$ cat config.mk
export PLATFORM = sky130hd
export DESIGN_NAME = vec_elem_seq
export DESIGN_NICKNAME = d
export VERILOG_FILES = /design/src/rtl/vseq_pkg.sv /design/src/rtl/vseq_vl_reg.sv /design/src/rtl/vseq_idx_gen.sv /design/src/rtl/vseq_loop_ctrl.sv /design/src/rtl/vec_elem_seq.sv
export SDC_FILE = /design/constraint.sdc
export NUM_CORES = 1
export LEC_CHECK = 0
export BUFFER_PORTS_ARGS = -buffer_cell sky130_fd_sc_hd__buf_2
export CORE_MARGIN = 1.5
export CORE_UTILIZATION = 29
export CTS_CLUSTER_DIAMETER = 60
export DETAILED_ROUTE_END_ITERATION = 10
export HOLD_SLACK_MARGIN = 0.08
export PLACE_DENSITY = 0.48
export SLEW_MARGIN = 20
export SYNTH_ARGS = -nofsm -noshare
export SYNTH_HDL_FRONTEND = slang
export SYNTH_SLANG_ARGS = --single-unit
$ cat constraint.sdc
create_clock -name clk -period 3.4 [get_ports clk]
set_clock_uncertainty 0.1 [all_clocks]
set_input_delay 0.85 -clock clk [delete_from_list [all_inputs] [get_ports clk]]
set_output_delay 0.85 -clock clk [all_outputs]
set_load 0.02 [all_outputs]
$ cat src/rtl/vseq_pkg.sv
package vseq_pkg;
    localparam int IDX_W    = 7;
    localparam int VL_W     = 8;
    localparam int OPC_W    = 8;
    localparam int NUM_OPS  = 3;   // 0: RT, 1: RA, 2: RB
    localparam int NUM_REGS = 1 << IDX_W;
    localparam int SUM_W    = ((IDX_W > VL_W) ? IDX_W : VL_W) + 1;

    typedef logic [IDX_W-1:0] idx_t;
    typedef logic [VL_W-1:0]  vl_t;
    typedef logic [OPC_W-1:0] opc_t;
    typedef logic [SUM_W-1:0] sum_t;

    localparam vl_t  VL_RESET  = vl_t'(1);
    localparam sum_t SUM_LIMIT = sum_t'(NUM_REGS);

    typedef struct packed {
        logic is_vec;
        idx_t base;
    } operand_t;

    typedef enum logic {
        ST_IDLE = 1'b0,
        ST_LOOP = 1'b1
    } seq_state_e;

    // Unwrapped index of an operand for a given element number.
    function automatic sum_t raw_index(operand_t op, vl_t e);
        sum_t step;
        step = op.is_vec ? sum_t'(e) : '0;
        return sum_t'(op.base) + step;
    endfunction
endpackage

$ cat src/rtl/vseq_vl_reg.sv
module vseq_vl_reg
    import vseq_pkg::*;
(
    input  logic clk,
    input  logic rst,
    input  logic busy,
    input  logic wr_valid,
    input  vl_t  wr_len,
    output vl_t  vl_q,
    output vl_t  vl_eff
);
    logic pend_v;
    vl_t  pend_len;

    // Length seen by an operation accepted in this cycle.
    always_comb begin
        if (!busy && wr_valid)
            vl_eff = wr_len;
        else if (!busy && pend_v)
            vl_eff = pend_len;
        else
            vl_eff = vl_q;
    end

    always_ff @(posedge clk) begin
        if (rst) begin
            vl_q     <= VL_RESET;
            pend_v   <= 1'b0;
            pend_len <= '0;
        end else if (wr_valid && busy) begin
            pend_v   <= 1'b1;
            pend_len <= wr_len;
        end else if (!busy) begin
            vl_q   <= vl_eff;
            pend_v <= 1'b0;
        end
    end
endmodule

$ cat src/rtl/vseq_idx_gen.sv
module vseq_idx_gen
    import vseq_pkg::*;
(
    input  operand_t [NUM_OPS-1:0] ops,
    input  vl_t                    elem,
    output idx_t     [NUM_OPS-1:0] idx,
    output logic                   any_ovf
);
    logic [NUM_OPS-1:0] ovf;

    for (genvar g = 0; g < NUM_OPS; g++) begin : g_opnd
        sum_t sum;
        assign sum    = raw_index(ops[g], elem);
        assign idx[g] = sum[IDX_W-1:0];
        assign ovf[g] = (sum >= SUM_LIMIT);
    end

    assign any_ovf = |ovf;
endmodule

$ cat src/rtl/vseq_loop_ctrl.sv
module vseq_loop_ctrl
    import vseq_pkg::*;
(
    input  logic                   clk,
    input  logic                   rst,
    input  logic                   in_valid,
    input  opc_t                   in_opc,
    input  operand_t [NUM_OPS-1:0] in_ops,
    input  vl_t                    vl_eff,
    input  vl_t                    vl_q,
    input  logic                   out_ready,
    input  logic                   elem_ovf,
    output logic                   in_ready,
    output logic                   busy,
    output logic                   last,
    output vl_t                    elem,
    output opc_t                   opc_q,
    output operand_t [NUM_OPS-1:0] ops_q,
    output logic                   range_err
);
    seq_state_e state_q;
    logic       any_vec_in;
    logic       any_vec_q;
    logic       accept;
    logic       start;
    logic       fire;

    always_comb begin
        any_vec_in = 1'b0;
        for (int i = 0; i < NUM_OPS; i++)
            any_vec_in = any_vec_in | in_ops[i].is_vec;
    end

    assign in_ready = (state_q == ST_IDLE);
    assign busy     = (state_q == ST_LOOP);
    assign accept   = in_valid && in_ready;
    assign start    = accept && !(any_vec_in && (vl_eff == '0));
    assign fire     = busy && out_ready;
    assign last     = any_vec_q ? (elem == vl_t'(vl_q - vl_t'(1))) : 1'b1;

    always_ff @(posedge clk) begin
        if (rst) begin
            state_q   <= ST_IDLE;
            elem      <= '0;
            opc_q     <= '0;
            ops_q     <= '0;
            any_vec_q <= 1'b0;
            range_err <= 1'b0;
        end else begin
            case (state_q)
                ST_IDLE: begin
                    if (accept) begin
                        opc_q     <= in_opc;
                        ops_q     <= in_ops;
                        any_vec_q <= any_vec_in;
                        elem      <= '0;
                    end
                    if (start)
                        state_q <= ST_LOOP;
                end
                ST_LOOP: begin
                    if (fire) begin
                        if (last)
                            state_q <= ST_IDLE;
                        else
                            elem <= elem + vl_t'(1);
                    end
                end
                default: state_q <= ST_IDLE;
            endcase
            if (fire && elem_ovf)
                range_err <= 1'b1;
        end
    end
endmodule

$ cat src/rtl/vec_elem_seq.sv
module vec_elem_seq
    import vseq_pkg::*;
(
    input  logic             clk,
    input  logic             rst,
    input  logic             in_valid,
    output logic             in_ready,
    input  logic [OPC_W-1:0] in_opc,
    input  logic [IDX_W-1:0] in_rt,
    input  logic [IDX_W-1:0] in_ra,
    input  logic [IDX_W-1:0] in_rb,
    input  logic             in_rt_vec,
    input  logic             in_ra_vec,
    input  logic             in_rb_vec,
    input  logic             setvl_valid,
    input  logic [VL_W-1:0]  setvl_len,
    output logic             out_valid,
    input  logic             out_ready,
    output logic [OPC_W-1:0] out_opc,
    output logic [IDX_W-1:0] out_rt,
    output logic [IDX_W-1:0] out_ra,
    output logic [IDX_W-1:0] out_rb,
    output logic [VL_W-1:0]  out_elem,
    output logic             out_last,
    output logic             pc_stall,
    output logic             range_err
);
    operand_t [NUM_OPS-1:0] in_ops;
    operand_t [NUM_OPS-1:0] ops_q;
    idx_t     [NUM_OPS-1:0] idx;
    vl_t                    vl_q;
    vl_t                    vl_eff;
    vl_t                    elem;
    logic                   busy;
    logic                   elem_ovf;

    assign in_ops[0] = '{is_vec: in_rt_vec, base: in_rt};
    assign in_ops[1] = '{is_vec: in_ra_vec, base: in_ra};
    assign in_ops[2] = '{is_vec: in_rb_vec, base: in_rb};

    vseq_vl_reg u_vl (
        .clk      (clk),
        .rst      (rst),
        .busy     (busy),
        .wr_valid (setvl_valid),
        .wr_len   (setvl_len),
        .vl_q     (vl_q),
        .vl_eff   (vl_eff)
    );

    vseq_loop_ctrl u_ctrl (
        .clk       (clk),
        .rst       (rst),
        .in_valid  (in_valid),
        .in_opc    (in_opc),
        .in_ops    (in_ops),
        .vl_eff    (vl_eff),
        .vl_q      (vl_q),
        .out_ready (out_ready),
        .elem_ovf  (elem_ovf),
        .in_ready  (in_ready),
        .busy      (busy),
        .last      (out_last),
        .elem      (elem),
        .opc_q     (out_opc),
        .ops_q     (ops_q),
        .range_err (range_err)
    );

    vseq_idx_gen u_idx (
        .ops     (ops_q),
        .elem    (elem),
        .idx     (idx),
        .any_ovf (elem_ovf)
    );

    assign out_valid = busy;
    assign pc_stall  = busy;
    assign out_elem  = elem;
    assign out_rt    = idx[0];
    assign out_ra    = idx[1];
    assign out_rb    = idx[2];
endmodule

After elaboration in Yosys (flattened, before gate mapping). Index checks and enable logic that the tools add are counted.

$add $sub $neg: 5. Order comparisons: 3. Equal/unequal tests: 5. Mux-type cells: 16. Bitwise gates (word level): 4. Reductions and logical operators: 15.

Operators by type and width (count): $mux W8 (8); $add A7 B9 Y9 (3); $ge A9 B8 Y1 const B (3); $pmux W8 S2 (1); $add A8 B1 Y8 const B (1); $eq A8 B8 Y1 (1); $logic_and A1 B1 Y1 (8); $logic_not A8 Y1 (1); $ne A2 B2 Y1 const B (4); $sub A8 B1 Y8 const B (1); $mux W1 (6); $reduce_and A2 Y1 (2); $reduce_and A3 Y1 (1); $reduce_or A3 Y1 (1); $logic_not A1 Y1 (2); $not A1 Y1 (2); $or A1 B1 Y1 (2); $pmux W1 S2 (1).

Register bits: 60. Input port bits: 45. Word-level logic and storage cells: 62.

Logic depth before layout (Yosys ltp).
Depth in word-level cells: 10. Depth in mapped cells: 12. Gate-level depth less buffers: 11.

Modules after synthesis. A second synthesis with hierarchy kept.

Cell total of the unflattened synthesis: 480. Area total of the unflattened synthesis: 3860.0 um^2.

By module, submodules not included: vseq_loop_ctrl (times used 1, cells each 246, area an instance 1956.9 um^2, sequential area each 860.8 um^2); vseq_idx_gen (times used 1, cells each 138, area an instance 1011.0 um^2, sequential area each 0.0 um^2); vseq_vl_reg (times used 1, cells each 95, area an instance 884.6 um^2, sequential area each 340.3 um^2); vec_elem_seq (times used 1, cells each 1, area an instance 7.5 um^2, sequential area each 0.0 um^2).

Worst setup path after synthesis. Ideal clock, no wire load.

Kind: flip-flop to output port. From: register u_ctrl.elem[0]. To: output out_rb[6]. Arrival: 2183 ps. Path slack: 267 ps. Cell stages (with the launch flop): 11. Buffers on the path: 0. Path through: dfxtp_1 > and2_1 > ha_1 > inv_1 > fa_1 > nor2b_1 > o21ai_0 > nand2b_1 > a21o_1 > a21oi_1 > xnor2_1.

Word-level cells in the longest chain between the ends: 2.

Ends and longest elaborated chain: start, declared (RTL line vseq_loop_ctrl.sv:16) `output vl_t elem,`; start signal, assigned (RTL line vseq_loop_ctrl.sv:66) `elem <= elem + vl_t'(1);`; $mux W8 (RTL line vseq_pkg.sv:30) `step = op.is_vec ? sum_t'(e) : '0;`; $add A7 B9 Y9 (RTL line vseq_pkg.sv:31) `return sum_t'(op.base) + step;`; end, declared (RTL line vec_elem_seq.sv:22) `output logic [IDX_W-1:0] out_rb,`.

No other way between the ends.

Worst setup path in the final report.
From: register, netlist name u_ctrl.ops_q[7]. To: output out_rt[6].

Word-level cells in the longest chain between the ends: 2.

Ends and longest elaborated chain: $mux W8 (RTL line vseq_pkg.sv:30); $add A7 B9 Y9 (RTL line vseq_pkg.sv:31); end, declared (RTL line vec_elem_seq.sv:20) `output logic [IDX_W-1:0] out_rt,`.

No other way between the ends.

==> results.py <==
metrics = {
    "worst_setup_path": {
        "worstPathArrival_ps": 2360,
        "cpPeakStageDelay_ps": 360,
        "worstSetupStartpointType": "flop",
        "cpMaxStageDelayCell": "fa_2",
        "end_kind": "output pin",
        "worst-endpoint-required_ps": 2450,
        "worst-setup-path-type": "reg -> out",
        "crit_chain": "and2_4 -> ha_4 -> fa_2 -> a21o_1 -> a21oi_2 -> nor2b_2 -> o21a_1 -> nor2_2 -> xnor2_1 -> buf_4",
        "critical_path.max_fanout": 6,
    },
    "sta": {
        "period_needed_ps": 3314,
        "grt_setup_unrepaired": "yes",
        "worst_slack_ps": 86.01,
        "fmax_mhz": 301.8,
        "slew_headroom_pct": 45.36,
        "finalCritPeriodShare_pct": 97.47,
        "worst_pin_slew_ps": 818.5,
        "finalHoldViolCount": 0,
        "setup_violations": 0,
        "slew_violations": 0,
        "timing.hold.ws_ps": 351.2,
    },
    "cells_and_area": {
        "nets": 624,
        "drive_gt1_share_pct": 26.88,
        "utilization_pct": 38.56,
        "num_antenna_cells": 0,
        "n_fill_cell": 1258,
        "design_area_um2": 4651,
        "area_growth_pct": 28.84,
    },
    "hold_path": {
        "hold_class": "reg -> reg",
    },
    "placed_design": {
        "port_buffers": 86,
        "post-place-ws_ps": 171.9,
        "hpwlAfterDp_um": 7389,
        "place_area_um2": 4179,
        "gp_congestion": 0.7612,
    },
    "logic_synthesis": {
        "ys.flop_type": "dfxtp_1",
        "yosys.cell_types.count": 53,
        "synthTopCellsByArea": "dfxtp_1, nand2_1, ha_1, a21oi_1, and2_1",
        "synthTopCellsByCount": "nand2_1, dfxtp_1, a21oi_1, nor2_1, ha_1",
        "synth.most_common_cell": "nand2_1",
        "async_flop_share_pct": 0,
        "post-synth-top-area-cell": "dfxtp_1",
        "postSynthAreaPerCell_um2": 7.796,
        "synth_edf_count": 0,
        "yosys_warnings": 0,
        "synth.top_cell.area_share_pct": 33.28,
        "netlist_instances": 463,
        "ys_ff_latch": 60,
        "ys_seq_area_share_pct": 33.28,
        "syn_nets": 534,
        "syn-cell-area_um2": 3610,
    },
    "floorplan": {
        "coreArea_um2": 12060,
        "die_x_um": 114.6,
        "start_util_pct": 29.93,
        "dieArea_um2": 13130,
        "rows": 40,
        "ioPinCount": 87,
        "die_h_um": 114.6,
    },
    "clock_tree": {
        "htree_levels": 3,
        "clk_path_buf_depth": 2,
        "cts-buffers-inserted": 9,
        "ctsHoldBuffers": 0,
        "cts_tree": "yes",
        "clk_pin_slew_worst_paths_ps": 50,
        "clkLatencyLatePin_ps": 340,
        "cts-root-buf": "clkbuf_16",
        "cts_sinks": 60,
    },
    "detailed_routing": {
        "viasPerCell": 4.740,
        "drc": 0,
        "first_iter_violations": 135,
        "ant_nets": 0,
        "wl_um": 10290,
        "vias": 3441,
        "wl_per_cell_um": 14.18,
        "first_pass_iters": 4,
    },
    "outcome": {
        "status": "finished, final reports clean",
    },
    "grt": {
        "grt_pass1_wl_um": 16440,
        "overflow": 0,
        "antenna_found_initial": 0,
        "grt.total_usage_pct": 16.40,
        "grt_max_degree": 37,
        "first_global_vias": 3272,
    },
    "power": {
        "p_leak_uw": 0.002082,
        "power_density_nw_per_um2": 436.1,
        "power.total_uw": 2028,
        "vdd_drop_max_v": 0.0002703,
    },
    "job": {
        "drv.max_cap_violation_count": 0,
    },
}
[metal layers]
layer / routed length, µm / global-route usage [%] / vias to the layer above
li1: - / - / 1767
met2: 4388 / 24.91 / 83
met3: 549 / 5.558 / 19
met1: 5058 / 21.12 / 1572
met4: 297 / 7.000 / 0
met5: 0 / 0 / -
[cell usage in the layout (no fill, tap or decap), types with 3 or more instances in the layout]
cell type	n
a211oi_1	7
a21o_1	5
a21oi_1	55
a22oi_1	6
a31o_1	4
and2_1	19
buf_2	83
buf_4	19
clkbuf_16	9
dfxtp_1	56
fa_2	3
ha_1	20
inv_1	15
nand2_1	95
nand3_1	14
nand4_1	4
nor2_1	31
nor2b_1	7
nor3_1	5
nor4_1	4
o21a_1	5
o21ai_0	12
o21ai_1	4
xnor2_1	13
xor2_1	8
[metrics by stage]
step	setup TNS, ps	cells
2_1_floorplan	0	463
3_3_place_gp	0	698
3_5_place_dp	0	698
4_1_cts	0	717
5_1_grt	-73.57	726
6_report	0	726
[critical path: cells and delay by family (launching register included)]
family	cells	cell delay (ps)
simple gates	3	320
flops	1	350
xor+xnor	1	130
buf+inv	1	170
fa+ha+maj	2	520
compound gates	3	550
[cells by family (layout without fill, tap and decap cells)]
logic type / count (synthesis) / count (layout) / synth area share, %
multiplexers: 1 / 1 / 0.2773
buffers and inverters: 42 / 137 / 5.060
AND/OR/NAND/NOR: 199 / 199 / 26.03
AO/OA/AOI/OAI: 114 / 114 / 20.62
XOR/XNOR: 21 / 21 / 5.095
flip-flops: 60 / 60 / 33.28
adder cells (fa/ha/maj): 26 / 26 / 9.636
[cell type report]
cell class / instances / area [µm²] / share of cell area, %
clock buffer: 10 / 239.0 / 5.139
clock inverter: 6 / 63.81 / 1.372
inverter: 17 / 63.81 / 1.372
multi-input combinational: 361 / 2281 / 49.04
sequential: 60 / 1211 / 26.04
tap: 168 / 210.2 / 4.520
timing repair buffer: 104 / 581.8 / 12.51
[report_power, final]
part	leakage [µW]	switching [µW]	internal, µW	total, µW
Sequential	0.000493	38.3	742	781
Clock	0.000144	341	585	926
Combinational	0.00144	195	127	322
Total	0.00208	575	1450	2030
[worst paths after layout]
path | endpoint | depth (start not counted) | start | slack [ps]
max | out_rt[6] | 10 | u_ctrl.ops_q[7] | 90
min | u_vl.pend_len[7] | 2 | u_vl.pend_len[7] | 350
max reg2reg | u_ctrl.range_err | 14 | u_ctrl.elem[0] | 780
min reg2reg | u_vl.pend_len[7] | 2 | u_vl.pend_len[7] | 350
[state kept, by name, indices dropped and copies added, names as in the netlist]
| register | flops |
|---|---|
| u_ctrl.busy | 1 |
| u_vl.pend_v | 1 |
| u_ctrl.ops_q | 24 |
| u_ctrl.opc_q | 8 |
| u_ctrl.range_err | 1 |
| u_vl.vl_q | 8 |
| u_ctrl.any_vec_q | 1 |
| u_vl.pend_len | 8 |
| u_ctrl.elem | 8 |
[repair_timing]
item                                    4_1_cts  5_1_grt
resized for setup                             9       18
endpoints found under the setup margin        3        6
pin swaps                                     2       12
buffers inserted                              3        9
No activity file was read; power rests on OpenSTA's default activity.
